<file path="config.mk">
export PLATFORM = sky130hd
export DESIGN_NAME = dcdc_supervisor
export DESIGN_NICKNAME = d
export VERILOG_FILES = /design/src/rtl/dcdc_sup_pkg.sv /design/src/rtl/dcdc_ss_ramp.sv /design/src/rtl/dcdc_short_timer.sv /design/src/rtl/dcdc_pwm_gate.sv /design/src/rtl/dcdc_supervisor.sv
export SDC_FILE = /design/constraint.sdc
export NUM_CORES = 1
export LEC_CHECK = 0
export BUFFER_PORTS_ARGS = -buffer_cell sky130_fd_sc_hd__buf_2
export CORE_ASPECT_RATIO = 0.6
export CORE_MARGIN = 4
export CORE_UTILIZATION = 55
export CTS_CLUSTER_DIAMETER = 80
export DETAILED_ROUTE_END_ITERATION = 10
export PLACE_DENSITY = 0.75
export SLEW_MARGIN = 25
export SYNTH_ARGS = -nofsm -noshare
export SYNTH_HDL_FRONTEND = slang
export SYNTH_SLANG_ARGS = --single-unit
export TNS_END_PERCENT = 10
</file>
<file path="constraint.sdc">
create_clock -name clk -period 3.7 [get_ports clk]
set_input_delay 0.74 -clock clk [delete_from_list [all_inputs] [get_ports clk]]
set_output_delay 0.74 -clock clk [all_outputs]
set_load 0.01 [all_outputs]
</file>
<file path="src/rtl/dcdc_sup_pkg.sv">
package dcdc_sup_pkg;
   typedef enum logic [1:0] {
      SUP_OFF    = 2'd0,
      SUP_HOLD   = 2'd1,
      SUP_ACTIVE = 2'd2
   } sup_state_t;
endpackage

</file>
<file path="src/rtl/dcdc_ss_ramp.sv">
module dcdc_ss_ramp #(
   parameter int CW       = 8,
   parameter int SS_TICKS = 3750
) (
   input  logic          clk,
   input  logic          rst_n,
   input  logic          clr,
   input  logic          step,
   output logic [CW-1:0] code
);
   localparam int FULL = (1 << CW) - 1;
   localparam int QSTEP = FULL / SS_TICKS;
   localparam int RSTEP = FULL % SS_TICKS;
   localparam int TW = $clog2(SS_TICKS + 1);

   logic [TW-1:0] cnt_q;
   logic          done;
   logic          inc;

   assign done = (cnt_q == TW'(SS_TICKS));

   always_ff @(posedge clk or negedge rst_n) begin
      if (!rst_n) begin
         cnt_q <= '0;
         code  <= '0;
      end else if (clr) begin
         cnt_q <= '0;
         code  <= '0;
      end else if (step && !done) begin
         cnt_q <= cnt_q + TW'(1);
         code  <= code + CW'(QSTEP) + {{(CW-1){1'b0}}, inc};
      end
   end

   generate
      if (RSTEP == 0) begin : g_exact
         assign inc = 1'b0;
      end else begin : g_frac
         logic [TW-1:0] rem_q;
         logic [TW:0]   rsum;
         assign rsum = {1'b0, rem_q} + (TW+1)'(RSTEP);
         assign inc  = (rsum >= (TW+1)'(SS_TICKS));
         always_ff @(posedge clk or negedge rst_n) begin
            if (!rst_n) begin
               rem_q <= '0;
            end else if (clr) begin
               rem_q <= '0;
            end else if (step && !done) begin
               rem_q <= inc ? TW'(rsum - (TW+1)'(SS_TICKS)) : TW'(rsum);
            end
         end
      end
   endgenerate
endmodule

</file>
<file path="src/rtl/dcdc_short_timer.sv">
module dcdc_short_timer #(
   parameter int SHORT_TICKS = 250
) (
   input  logic clk,
   input  logic rst_n,
   input  logic clr,
   input  logic run,
   input  logic active,
   input  logic tick,
   input  logic eamax,
   output logic trip
);
   localparam int SW = $clog2(SHORT_TICKS + 1);
   localparam logic [SW-1:0] LAST = SW'(SHORT_TICKS - 1);

   logic [SW-1:0] cnt_q;

   assign trip = active && eamax && tick && (cnt_q == LAST);

   always_ff @(posedge clk or negedge rst_n) begin
      if (!rst_n) begin
         cnt_q <= '0;
      end else if (clr || !eamax) begin
         cnt_q <= '0;
      end else if (run && tick && (cnt_q != LAST)) begin
         cnt_q <= cnt_q + SW'(1);
      end
   end
endmodule

</file>
<file path="src/rtl/dcdc_pwm_gate.sv">
module dcdc_pwm_gate #(
   parameter int CW          = 8,
   parameter int PERIOD_CLKS = 500
) (
   input  logic          clk,
   input  logic          rst_n,
   input  logic          clr,
   input  logic          en,
   input  logic          tick,
   input  logic          trip,
   input  logic [CW-1:0] ipk_lim,
   input  logic [CW-1:0] skip_floor,
   output logic          sw
);
   localparam int MAXON = (PERIOD_CLKS * 3) / 4;
   localparam int OW = $clog2(MAXON + 1);

   logic [OW-1:0] ocnt_q;
   logic          skip;

   assign skip = (ipk_lim < skip_floor);

   always_ff @(posedge clk or negedge rst_n) begin
      if (!rst_n) begin
         sw     <= 1'b0;
         ocnt_q <= '0;
      end else if (clr) begin
         sw     <= 1'b0;
         ocnt_q <= '0;
      end else if (tick) begin
         sw     <= en && !skip;
         ocnt_q <= OW'(1);
      end else if (sw) begin
         if (trip || (ocnt_q == OW'(MAXON))) begin
            sw <= 1'b0;
         end else begin
            ocnt_q <= ocnt_q + OW'(1);
         end
      end
   end
endmodule

</file>
<file path="src/rtl/dcdc_supervisor.sv">
module dcdc_supervisor
   import dcdc_sup_pkg::*;
#(
   parameter int CW          = 8,
   parameter int PERIOD_CLKS = 500,
   parameter int SS_TICKS    = 3750,
   parameter int SHORT_TICKS = 250
) (
   input  logic          clk,
   input  logic          rst_n,
   input  logic          start_req,
   input  logic          osc_tick,
   input  logic          ovc_flag,
   input  logic          eamax_flag,
   input  logic          pwm_trip,
   input  logic [CW-1:0] ipk_cmd,
   input  logic [CW-1:0] skip_floor,
   output logic          ctl_rst,
   output logic [CW-1:0] ss_code,
   output logic [CW-1:0] ipk_lim,
   output logic          sw_drive
);
   generate
      if (CW < 2 || CW > 16) begin : g_bad_cw
         $error("dcdc_supervisor: CW out of range");
      end
      if (PERIOD_CLKS < 4) begin : g_bad_period
         $error("dcdc_supervisor: PERIOD_CLKS too small");
      end
      if (SS_TICKS < 1 || SHORT_TICKS < 1) begin : g_bad_ticks
         $error("dcdc_supervisor: tick counts must be positive");
      end
   endgenerate

   sup_state_t state_q, state_nxt;
   logic short_trip;
   logic active_q, active_nxt, run;

   assign active_q   = (state_q == SUP_ACTIVE);
   assign active_nxt = (state_nxt == SUP_ACTIVE);
   assign run        = active_q && active_nxt;

   always_comb begin
      if (!start_req)      state_nxt = SUP_OFF;
      else if (ovc_flag)   state_nxt = SUP_HOLD;
      else if (short_trip) state_nxt = SUP_HOLD;
      else                 state_nxt = SUP_ACTIVE;
   end

   always_ff @(posedge clk or negedge rst_n) begin
      if (!rst_n) state_q <= SUP_OFF;
      else        state_q <= state_nxt;
   end

   assign ctl_rst = !active_q;
   assign ipk_lim = (ipk_cmd < ss_code) ? ipk_cmd : ss_code;

   dcdc_ss_ramp #(.CW(CW), .SS_TICKS(SS_TICKS)) u_ramp (
      .clk   (clk),
      .rst_n (rst_n),
      .clr   (!active_nxt),
      .step  (run && osc_tick),
      .code  (ss_code)
   );

   dcdc_short_timer #(.SHORT_TICKS(SHORT_TICKS)) u_short (
      .clk    (clk),
      .rst_n  (rst_n),
      .clr    (!active_nxt),
      .run    (run),
      .active (active_q),
      .tick   (osc_tick),
      .eamax  (eamax_flag),
      .trip   (short_trip)
   );

   dcdc_pwm_gate #(.CW(CW), .PERIOD_CLKS(PERIOD_CLKS)) u_gate (
      .clk        (clk),
      .rst_n      (rst_n),
      .clr        (!active_nxt),
      .en         (run),
      .tick       (osc_tick),
      .trip       (pwm_trip),
      .ipk_lim    (ipk_lim),
      .skip_floor (skip_floor),
      .sw         (sw_drive)
   );
endmodule

</file>
Word-level counts from Yosys, hierarchy flattened
Index checks and enable logic that the tools add are counted.
{"block": "op_classes", "order_cmp": 3, "n_reduce_logical": 17, "eq_ne": 9, "n_mux": 21, "n_addsub": 6}
{"operator": "$mux 12", "count": 5}
{"operator": "$mux 8", "count": 5}
{"operator": "$mux 9", "count": 4}
{"operator": "$lt 8x8->1", "count": 2}
{"operator": "$add 12x8->13 const B", "count": 1}
{"operator": "$ge 13x12->1 const B", "count": 1}
{"operator": "$add 12x1->12 const B", "count": 1}
{"operator": "$eq 12x12->1 const B", "count": 1}
{"operator": "$sub 12x12->12 const B", "count": 1}
{"operator": "$add 9x1->9 const B", "count": 1}
{"operator": "$eq 9x9->1 const B", "count": 1}
{"operator": "$add 8x1->8", "count": 1}
{"operator": "$add 8x1->8 const B", "count": 1}
{"operator": "$eq 8x8->1 const B", "count": 1}
{"operator": "$logic_and 1x1->1", "count": 8}
{"operator": "$ne 8x8->1 const B", "count": 1}
{"operator": "$mux 2", "count": 3}
{"operator": "$logic_not 1->1", "count": 5}
{"operator": "$eq 2x2->1 const B", "count": 2}
{"operator": "$mux 1", "count": 4}
{"operator": "$ne 3x2->1 const B", "count": 1}
{"operator": "$ne 3x3->1 const B", "count": 1}
{"operator": "$logic_or 1x1->1", "count": 2}
{"operator": "$ne 2x1->1 const B", "count": 1}
{"operator": "other kinds (2)", "count": 2}
{"block": "word_totals", "word_cells": 63, "out_inout_bits": 18, "reg_bits": 52, "inputBits": 23}

Depth between registers and ports, before layout
{"block": "depth", "word_depth": 13, "ltp_mapped": 15, "mapped_depth_nobuf": 15}

Hierarchy
A second synthesis with hierarchy kept.
{"block": "hier_totals", "cells_unflattened": 435, "hier_area_um2": 3863.7}
{"module": "dcdc_ss_ramp", "seq_area_each_um2": 800.8, "cells_per_inst": 263, "area_per_inst_um2": 2287.2, "n_inst": 1}
{"module": "dcdc_pwm_gate", "seq_area_each_um2": 250.2, "cells_per_inst": 79, "area_per_inst_um2": 726.9, "n_inst": 1}
{"module": "dcdc_short_timer", "seq_area_each_um2": 200.2, "cells_per_inst": 51, "area_per_inst_um2": 481.7, "n_inst": 1}
{"module": "dcdc_supervisor", "seq_area_each_um2": 50.0, "cells_per_inst": 42, "area_per_inst_um2": 367.9, "n_inst": 1}

Least setup slack after synthesis
Ideal clock, no wire load.
{"block": "synth_timing", "path_kind": "input to register", "start": "in ipk_cmd[1]", "end": "reg u_gate.sw", "required_ps": 3575, "n_path_buf": 0, "arrival_ps": 3059, "path_slack_ps": 516, "stages": 14, "setup_time_ps": 125, "path_cell_list": "ha_1 -> a21o_1 -> a21o_1 -> a21o_1 -> a21oi_1 -> o21ai_1 -> mux2_2 -> ha_1 -> a21oi_1 -> nor2b_1 -> o21ai_0 -> a21oi_1 -> a32oi_1 -> nand2_1"}
{"block": "synth_between", "elab_chain_cells": 7}
{"item": "start, declared", "line": "dcdc_supervisor.sv:16", "source": "input logic [CW-1:0] ipk_cmd,"}
{"item": "$lt 8x8->1", "line": "dcdc_supervisor.sv:56", "source": "assign ipk_lim = (ipk_cmd < ss_code) ? ipk_cmd : ss_code;"}
{"item": "$mux 8", "line": "dcdc_supervisor.sv:56"}
{"item": "named net ipk_lim[5]", "line": "dcdc_supervisor.sv:20", "source": "output logic [CW-1:0] ipk_lim,"}
{"item": "$lt 8x8->1", "line": "dcdc_pwm_gate.sv:21", "source": "assign skip = (ipk_lim < skip_floor);"}
{"item": "$logic_not 1->1", "line": "dcdc_pwm_gate.sv:31", "source": "sw <= en && !skip;"}
{"item": "$logic_and 1x1->1", "line": "dcdc_pwm_gate.sv:31"}
{"item": "$mux 1", "line": "dcdc_pwm_gate.sv:30", "source": "end else if (tick) begin"}
{"item": "$mux 1", "line": "dcdc_pwm_gate.sv:27", "source": "end else if (clr) begin"}
{"item": "end signal, assigned", "line": "dcdc_pwm_gate.sv:31"}
{"item": "end, declared", "line": "dcdc_pwm_gate.sv:13", "source": "output logic sw"}
The timed path passes the listed nets, and every way through them passes these cells.
A chain may end at the register's enable or synchronous reset.

Worst setup path after layout
{"block": "layout_timing", "start": "reg u_ramp.code[1]", "end": "out ipk_lim[1]"}
{"block": "layout_between", "elab_chain_cells": 2}
{"item": "start, declared", "line": "dcdc_ss_ramp.sv:9", "source": "output logic [CW-1:0] code"}
{"item": "start signal, assigned", "line": "dcdc_ss_ramp.sv:31", "source": "code <= code + CW'(QSTEP) + {{(CW-1){1'b0}}, inc};"}
{"item": "$lt 8x8->1", "line": "dcdc_supervisor.sv:56"}
{"item": "$mux 8 (*)", "line": "dcdc_supervisor.sv:56"}
{"item": "end, declared", "line": "dcdc_supervisor.sv:20"}
Mark *: on every way between the ends. The rest lies on a longest branch, timed or not.

==> results.json <==
{
  "outcome": "completed",
  "fin_nets": 517,
  "synthCells": 435,
  "path_class": "register to primary output",
  "r2r_slack_ps": 410,
  "finalSetupViolCount": 0,
  "crit_fanout": 8,
  "cts_buffers": 5,
  "muxShareOfSynthArea_pct": 3.50,
  "gp_congestion": 0.903,
  "layout_setup_ws_ps": 278,
  "p_int_uw": 948,
  "grt_usage_pct": 23.5,
  "max_stage_delay_ps": 560,
  "wl_per_cell_um": 17.0,
  "clockPowerShare_pct": 41.7,
  "hold_viol": 0,
  "htreeDepth": 2,
  "die_x_um": 115,
  "vias_per_cell": 6.08,
  "drtIter0Drc": 239,
  "die_area_sq_um": 8240,
  "final_area_sq_um": 4180,
  "rows": 22,
  "slew_headroom_pct": 50.0,
  "cap_violations": 0,
  "critPathLaunchType": "register",
  "fin_crit_ps": 3420,
  "post_cts_buffers": 0,
  "ant_nets": 0,
  "syn_avg_cell_area_sq_um": 8.62,
  "vias": 3377,
  "dp_hpwl_um": 7010,
  "p_leak_nw": 1.87,
  "power_per_cell_area_nw_per_um2": 300,
  "fin_tns_setup_ps": 0,
  "grt_pass1_wl_um": 15500,
  "required_ps": 2960,
  "drc_errors": 0,
  "first_pass_iters": 4,
  "n_antenna_cell": 0,
  "cts_root_buf": "clkbuf_16",
  "place_ws_ps": 144,
  "cp_cell_sequence": "inv_1 -> ha_1 -> a21o_1 -> a21o_1 -> a21o_1 -> a21oi_1 -> o21ai_1 -> mux2_2 -> buf_2",
  "slowest_stage": "o21ai_1",
  "die_y_um": 72.0,
  "p_seq_share_pct": 46.1,
  "r2r_cells": 15,
  "syn-cell-area_sq_um": 3750,
  "yosys_warnings": 0,
  "ios": 41,
  "critPathCaptureType": "primary output",
  "synth_top_family_by_area": "simple AND/OR/NAND/NOR gates",
  "yosys.area_share.simple_pct": 24.8,
  "portBuffers": 40,
  "grt_pass1_vias": 3160,
  "drive_gt1_share_pct": 16.1,
  "holdWs_ps": 509,
  "clkSinkCount": 52,
  "yosys.area.top_type_share_pct": 34.7,
  "drv_slew": 0,
  "fin_crit_sh_pct": 92.5,
  "cts.clk_slew.worst_paths_ps": 70,
  "synth_compound_area_share_pct": 14.3,
  "start_util_pct": 59.0,
  "hp-class": "input port to async pin",
  "ys_seq_area_share_pct": 34.7,
  "rsz0062_at_grt": "no",
  "async_reset_ff_share_pct": 100,
  "arrival_ps": 2680,
  "p_switching_uw": 309,
  "grt_remaining_overflow": 0,
  "ys_types": 64,
  "ir_worst_vdd_uv": 199,
  "crit_top_cell": "a21o_1",
  "grt_max_degree": 34,
  "clk_latency_ps": 290,
  "sw_frac_of_total_pct": 24.6,
  "clockBufferDepth": 2,
  "fmax_mhz": 292,
  "p_comb_share_pct": 12.2,
  "wl_um": 9460,
  "syn-num-nets": 482,
  "area_growth_pct": 11.6,
  "ys_ff_latch": 52,
  "ys.flop_type": "dfrtp_1",
  "synth_top_cell_by_area": "dfrtp_1",
  "fp.coreArea_sq_um": 6360,
  "clock_skew_ps": 7.23,
  "cts_tree": "done",
  "synth_edf_count": 0,
  "synth_area_leaders": "dfrtp_1 (35%), ha_1 (8.0%), nor2_1 (6.5%)",
  "synth_xor_xnor_area_share_pct": 9.11,
  "cts-resized-gates": 0,
  "antenna_found_initial": 0,
  "utilization_pct": 65.8,
  "postPlaceCellArea_sq_um": 4020,
  "holdBufCountCts": 0,
  "worstMarginPinSlew_ps": 749,
  "synth-adder-area-share_pct": 8.01
}
power groups by stage:
stage	Combinational [mW]	Clock [mW]	Sequential, mW
global placement	0.147	0	0.590
floorplan	0.0989	0	0.585
CTS	0.152	0.530	0.579
detailed placement	0.151	0	0.590
global route	0.171	0.558	0.580
finish	0.153	0.524	0.579
logic make-up (layout without fill, tap and decap cells):
family | count (synthesis) | after routing
mux | 12 | 12
flops | 52 | 52
compound gates | 76 | 76
xor+xnor | 39 | 39
simple gates | 184 | 184
buf+inv | 48 | 84
fa+ha+maj | 24 | 24
registers in the layout (all words and copies together), names as in the netlist:
register             cells
u_short.cnt_q            8
u_gate.ocnt_q            9
u_ramp.cnt_q            12
u_ramp.code              8
u_gate.sw                1
state_q                  2
u_ramp.g_frac.rem_q     12
per-stage QoR:
stage | power, mW | std cells
after floorplan | 0.684 | 435
after global placement | 0.737 | 547
after detailed placement | 0.741 | 547
after CTS | 1.26 | 555
after global routing | 1.31 | 555
final | 1.26 | 555
worst max-delay path: cells and delay by family (launching register included):
kind                     cells  cell delay [ps]
buffers and inverters        2              260
flip-flops                   1              460
multiplexers                 1              460
adder cells (fa/ha/maj)      1              290
AO/OA/AOI/OAI                5              920
layout make-up:
class	instances	area (sq um)
clock buffer	5	125
multi-input combinational	335	2240
clock inverter	3	42.5
timing repair buffer	48	260
sequential	52	1300
tap	84	105
fill	508	2170
inverter	28	105
cells in the final DEF, fill, tap and decap left out, drive strengths merged, types with 5 or more instances in the layout:
cell type  Yosys  routed
nand3         18      18
o211ai         5       5
and3           9       9
buf            6      48
inv           27      27
nand2         29      29
or3            8       8
a21oi         20      20
mux2           9       9
a21o           5       5
o21ai         14      14
xor2          18      18
ha            24      24
nor3           9       9
clkbuf        14       5
nor2          65      65
xnor2         21      21
nor2b          5       5
dfrtp         52      52
nand4         14      14
cells in the mapped netlist (all sizes together) (3+ instances only):
library cell and number:
a21oi 20, nand3 18, nand2b 4, nor2b 5, a31oi 3, inv 27
nor4b 3, clkbuf 14, or4 3, mux2i 3, buf 6, nand4 14
or3 8, a21o 5, ha 24, dfrtp 52, xor2 18, and3 9
nand2 29, o21ai 14, mux2 9, o211ai 5, xnor2 21, or2 3
nor3 9, nor2 65, nor4 3
routing by layer:
metal  up-vias  global-route usage [%]  wire length (um)
li1       1604                       -                 -
met1      1625                    36.5              4720
met2       144                    34.6              3950
met3         4                    4.25               752
met4         0                    3.95                36
met5         -                       0                 0
path summary, 6_finish.rpt:
path | from | end
min reg2reg | u_gate.ocnt_q[7] | u_gate.ocnt_q[7]
min | rst_n | u_ramp.g_frac.rem_q[11]
max reg2reg | u_ramp.code[1] | u_gate.sw
min in group clk | u_gate.ocnt_q[7] | u_gate.ocnt_q[7]
max | u_ramp.code[1] | ipk_lim[1]
max in group asynchronous | rst_n | u_ramp.code[4]
Note: power is estimated with default switching activity, not from simulation.
